<file path="src/rtl/bwc_pkg.sv">
`timescale 1ns/1ps
package bwc_pkg;

  typedef enum logic [1:0] {
    RG_RAM = 2'd0,
    RG_IO  = 2'd1,
    RG_ROM = 2'd2
  } region_t;

  localparam int NREG = 4;

  typedef enum logic [1:0] {
    SQ_IDLE = 2'd0,
    SQ_WAIT = 2'd1,
    SQ_HOLD = 2'd2
  } seq_state_t;

  function automatic int max3(int a, int b, int c);
    int m;
    m = (a > b) ? a : b;
    return (m > c) ? m : c;
  endfunction

  // base latency for a region slot; unused slot falls back to RAM timing
  function automatic int base_lat(int slot, int ram_l, int io_l, int rom_l);
    case (slot)
      1:       return io_l;
      2:       return rom_l;
      default: return ram_l;
    endcase
  endfunction

endpackage

</file>
<file path="src/rtl/bwc_decode.sv">
`timescale 1ns/1ps
module bwc_decode
  import bwc_pkg::*;
#(
  parameter int AW        = 3,
  parameter int IO_START  = 4,
  parameter int ROM_START = 6
) (
  input  logic [AW-1:0] addr_hi,
  output region_t       region
);

  localparam logic [AW-1:0] IO_LO  = AW'(IO_START);
  localparam logic [AW-1:0] ROM_LO = AW'(ROM_START);

  always_comb begin
    if (addr_hi >= ROM_LO)      region = RG_ROM;
    else if (addr_hi >= IO_LO)  region = RG_IO;
    else                        region = RG_RAM;
  end

endmodule

</file>
<file path="src/rtl/bwc_latency.sv">
`timescale 1ns/1ps
module bwc_latency
  import bwc_pkg::*;
#(
  parameter int RAM_LAT = 2,
  parameter int IO_LAT  = 3,
  parameter int ROM_LAT = 3,
  parameter int CW      = 3
) (
  input  region_t          region,
  input  logic [NREG-1:0]  strap,
  output logic [CW-1:0]    lat
);

  logic [CW-1:0] lat_tab [NREG];

  for (genvar g = 0; g < NREG; g++) begin : g_slot
    localparam int BASE = base_lat(g, RAM_LAT, IO_LAT, ROM_LAT);
    assign lat_tab[g] = CW'(BASE) + CW'(strap[g]);
  end

  assign lat = lat_tab[region];

endmodule

</file>
<file path="src/rtl/bwc_sequencer.sv">
`timescale 1ns/1ps
module bwc_sequencer
  import bwc_pkg::*;
#(
  parameter int CW = 3
) (
  input  logic          clk,
  input  logic          rst,
  input  logic          as_n,
  input  logic          rw,
  input  region_t       region,
  input  logic [CW-1:0] lat,
  output logic          ras_n,
  output logic          we_n,
  output logic          dtack_n
);

  seq_state_t    st;
  logic          as_q;
  logic [CW-1:0] cnt;
  logic          start;
  logic          is_ram;

  // a fresh strobe edge: low now, seen high on the previous edge
  assign start  = !as_n && as_q;
  assign is_ram = (region == RG_RAM);

  always_ff @(posedge clk) begin
    if (rst) begin
      st      <= SQ_IDLE;
      as_q    <= 1'b0;
      cnt     <= '0;
      ras_n   <= 1'b1;
      we_n    <= 1'b1;
      dtack_n <= 1'b1;
    end else begin
      as_q <= as_n;
      case (st)
        SQ_IDLE: begin
          if (start) begin
            cnt   <= lat - CW'(1);
            ras_n <= !is_ram;
            we_n  <= !(is_ram && !rw);
            st    <= SQ_WAIT;
          end
        end
        SQ_WAIT: begin
          if (as_n) begin
            ras_n <= 1'b1;
            we_n  <= 1'b1;
            st    <= SQ_IDLE;
          end else if (cnt == '0) begin
            dtack_n <= 1'b0;
            st      <= SQ_HOLD;
          end else begin
            cnt <= cnt - CW'(1);
          end
        end
        SQ_HOLD: begin
          if (as_n) begin
            ras_n   <= 1'b1;
            we_n    <= 1'b1;
            dtack_n <= 1'b1;
            st      <= SQ_IDLE;
          end
        end
        default: begin
          ras_n   <= 1'b1;
          we_n    <= 1'b1;
          dtack_n <= 1'b1;
          st      <= SQ_IDLE;
        end
      endcase
    end
  end

endmodule

</file>
<file path="src/rtl/bus_wait_ctrl.sv">
`timescale 1ns/1ps
module bus_wait_ctrl
  import bwc_pkg::*;
#(
  parameter int AW        = 3,
  parameter int IO_START  = 4,
  parameter int ROM_START = 6,
  parameter int RAM_LAT   = 2,
  parameter int IO_LAT    = 3,
  parameter int ROM_LAT   = 3
) (
  input  logic          clk,
  input  logic          rst,
  input  logic          as_n,
  input  logic          rw,
  input  logic [AW-1:0] addr_hi,
  input  logic          ram_ws,
  input  logic          rom_ws,
  input  logic          io_ws,
  output logic          ras_n,
  output logic          ram_we_n,
  output logic          dtack_n
);

  localparam int MAX_LAT = max3(RAM_LAT, IO_LAT, ROM_LAT) + 1;
  localparam int CW      = $clog2(MAX_LAT + 1);

  region_t         region;
  logic [NREG-1:0] strap;
  logic [CW-1:0]   lat;

  // strap slot order follows the region encoding
  assign strap = {1'b0, rom_ws, io_ws, ram_ws};

  bwc_decode #(
    .AW(AW), .IO_START(IO_START), .ROM_START(ROM_START)
  ) u_decode (
    .addr_hi(addr_hi),
    .region (region)
  );

  bwc_latency #(
    .RAM_LAT(RAM_LAT), .IO_LAT(IO_LAT), .ROM_LAT(ROM_LAT), .CW(CW)
  ) u_latency (
    .region(region),
    .strap (strap),
    .lat   (lat)
  );

  bwc_sequencer #(
    .CW(CW)
  ) u_seq (
    .clk    (clk),
    .rst    (rst),
    .as_n   (as_n),
    .rw     (rw),
    .region (region),
    .lat    (lat),
    .ras_n  (ras_n),
    .we_n   (ram_we_n),
    .dtack_n(dtack_n)
  );

endmodule

</file>
<file path="config.mk">
export PLATFORM = sky130hd
export DESIGN_NAME = bus_wait_ctrl
export DESIGN_NICKNAME = d
export VERILOG_FILES = /design/src/rtl/bwc_pkg.sv /design/src/rtl/bwc_decode.sv /design/src/rtl/bwc_latency.sv /design/src/rtl/bwc_sequencer.sv /design/src/rtl/bus_wait_ctrl.sv
export SDC_FILE = /design/constraint.sdc
export NUM_CORES = 1
export LEC_CHECK = 0
export ABC_AREA = 0
export BUFFER_PORTS_ARGS = -buffer_cell sky130_fd_sc_hd__buf_4
export CAP_MARGIN = 40
export CORE_AREA = 2 2 39 41
export DETAILED_ROUTE_END_ITERATION = 8
export DIE_AREA = 0 0 41 43
export GPL_TIMING_DRIVEN = 0
export PLACE_DENSITY = 0.65
export SLEW_MARGIN = 10
export SYNTH_ARGS = -nofsm -noshare
export SYNTH_HDL_FRONTEND = slang
export SYNTH_SLANG_ARGS = --single-unit
</file>
<file path="constraint.sdc">
create_clock -name clk -period 1.9 [get_ports clk]
set_input_delay 0.475 -clock clk [delete_from_list [all_inputs] [get_ports clk]]
set_output_delay 0.475 -clock clk [all_outputs]
set_load 0.03 [all_outputs]
</file>
==> metrics.txt <==
status finished, final reports clean; Synth Flop Type dfxtp_1; layout cell share with drive strength beyond 1 26.5%; total power roughly 0.95 mW; Final Wtd Congestion between 0.7 and 0.8; Synth area leader dfxtp_1; crit path max fanout 8; Yosys cell types 29; Mapped Cells slightly below 70; setup TNS 0 ps; worst relative slew slack between 70% and 80%; VDD IR max just under 0.6 mV; Cell Chain, Critical Path inv_1 > ha_2 > or3_1 > o211ai_1 > ha_2 > nand4_1 > o211ai_1 > a211oi_1; power per cell area roughly 1400 mW/mm^2; DR vias 537; sequential area share after synthesis a little under a third; Synthesis Warnings 0; final wirelength 1170 um; CTS max path bufs 2; initial DRC count 14; synth top area cells dfxtp_1, ha_1, nor2_1; post-synth net total 82; non-filler instance count after layout 99; fmax around 570 MHz; Slew Limit Fails 0; Die X just over 40 um; Std-Cell Rows 14; Final min period around 1800 ps; vias per cell about 5.4; dpl hpwl between 800 and 900 um; max cap viols 0; # DRC 0; First-pass DRT Iterations 4; Avg Inst Size Synth approximately 8.4 sq um; fin crit share a little over 90%; Seq cells post-synth 9; min-delay worst type reg2reg; Clock Tree Root clkbuf_4; top-area cell type share of the netlist area between 30% and 40%; Worst-Margin Slew between 300 and 400 ps; Antenna Nets Post-Route 0; met1 GRT Util a little under a quarter; worst skew pair latency approximately 270 ps; GR Layer Usage met2 a little under a quarter; Top delay family on crit path adder cells; total track usage about 17%; Top Usage Layer GRT met2; # fillers 145; Worst Path Required 2060 ps; Crit path largest cell delay about 370 ps; GR Layer Usage met3 roughly 4.7%; wire per inst ~12 um; core area around 0.0014 sq mm; Placed Cells 94; # IOs 13; Setup crit end kind flop; Antenna diodes 0; # nets final 98; Async S/R FF share, synth 0%; vias in the first global route 490; EDFF count, synth 0; startpoint types flop; CTS tree done; setup violators final 0; clock sinks 9; Die Area approximately 0.0018 sq mm; Synth Cell Area 568 sq um; CP Class reg2reg; height of the die roughly 43 um; RSZ-0062 raised after global routing no; final hold vios 0; gr ovfl total 0; skew final 9.07 ps; Hold WS 456 ps; clock-pin slew on the worst setup and hold paths ~70 ps; worst path arrival time 1920 ps; antenna violations before repair 0; CP Buf/Inv Count 1; static leakage 0.284 nW; Max H-tree Level 1; global-route wire length before repair between 2000 and 2500 um; Port Buffers 10; CTS buffer count 3; CP max stage cell or3_1; Initial Utilization between 40 and 50%; pin count of the biggest net entering global routing 11; area delta synth->final 23.8%
power breakdown:
group	switching (mW)	internal, mW
clock network	0.0718	0.0812
logic	0.279	0.247
registers	0.0387	0.236
total	0.390	0.564
synth_stat cells, types with 3 or more instances:
cell type and instances:
nor2_1 8, inv_1 6, a211oi_1 3, dfxtp_1 9
a21oi_1 4, ha_1 4, nor2b_1 4, a31oi_1 3
nand2_1 3
worst register-to-register path: stages, from the launching register on:
cell and delay, ps:
dfxtp_2 350, inv_1 70, ha_2 220, or3_1 370
o211ai_1 120, ha_2 250, nand4_1 90, o211ai_1 110
a211oi_1 70
layout by cell type, fill, tap and decap left out, types with 2 or more instances in the layout:
cell	count
mux2i_1	2
clkbuf_1	2
dfxtp_1	8
nand2_1	3
buf_4	11
clkbuf_4	3
nor2b_1	4
o21bai_1	2
o21ai_0	2
a21oi_1	4
nor2_1	8
o211ai_1	2
a31oi_1	3
ha_2	2
a211oi_1	3
ha_1	2
inv_1	6
registers in the layout, summed over array words and instances, names as in the netlist:
register	count
u_seq.we_n	1
u_seq.dtack_n	1
u_seq.cnt	3
u_seq.ras_n	1
u_seq.st	2
u_seq.as_q	1
metal layers:
metal	part of all wire (%)	up-vias
li1	-	273
met1	47	255
met2	47	7
met3	3.9	2
met4	1.4	0
met5	0	-
path summary, 6_finish.rpt:
kind,start,slack (ps),endpoint,cells past startpoint
setup / recovery,u_seq.st[1],140,u_seq.cnt[2],8
hold / removal,u_seq.dtack_n,460,u_seq.dtack_n,2
setup reg to reg,u_seq.st[1],140,u_seq.cnt[2],8
hold reg to reg,u_seq.dtack_n,460,u_seq.dtack_n,2
cell families after synthesis:
group                    count (synthesis)  share of synthesized area [%]
flip-flops                               9                           31.7
AO/OA/AOI/OAI                           19                           23.6
multiplexers                             3                           5.51
AND/OR/NAND/NOR                         24                           23.3
XOR/XNOR                                 1                           1.54
buffers and inverters                    8                           5.50
adder cells (fa/ha/maj)                  4                           8.81
through the flow:
step	utilization (%)	area (sq um)	worst slack (ps)
floorplan	-	568	202
global placement	47.9	663	35.6
detailed placement	47.9	663	26.6
CTS	49.8	689	15.5
global route	50.8	703	14.9
finish	50.8	703	141
timing repair:
action	CTS	global route
endpoints found under the hold margin	0	0
buffers inserted	0	1
gates resized for setup	0	3
hold buffers	0	0
setup endpoints to repair	0	2
layout make-up:
| class | instances | area (sq um) | area share, % |
|---|---|---|---|
| plain buffers | 2 | 8.76 | 1.25 |
| clock buffers | 4 | 26.3 | 3.74 |
| inverters | 6 | 22.5 | 3.20 |
| multi-input cells | 51 | 362 | 51.4 |
| flip-flops and latches | 9 | 181 | 25.8 |
| well taps | 16 | 20.0 | 2.85 |
| repair buffers | 11 | 82.6 | 11.7 |
(Power assumes the default switching activity.)
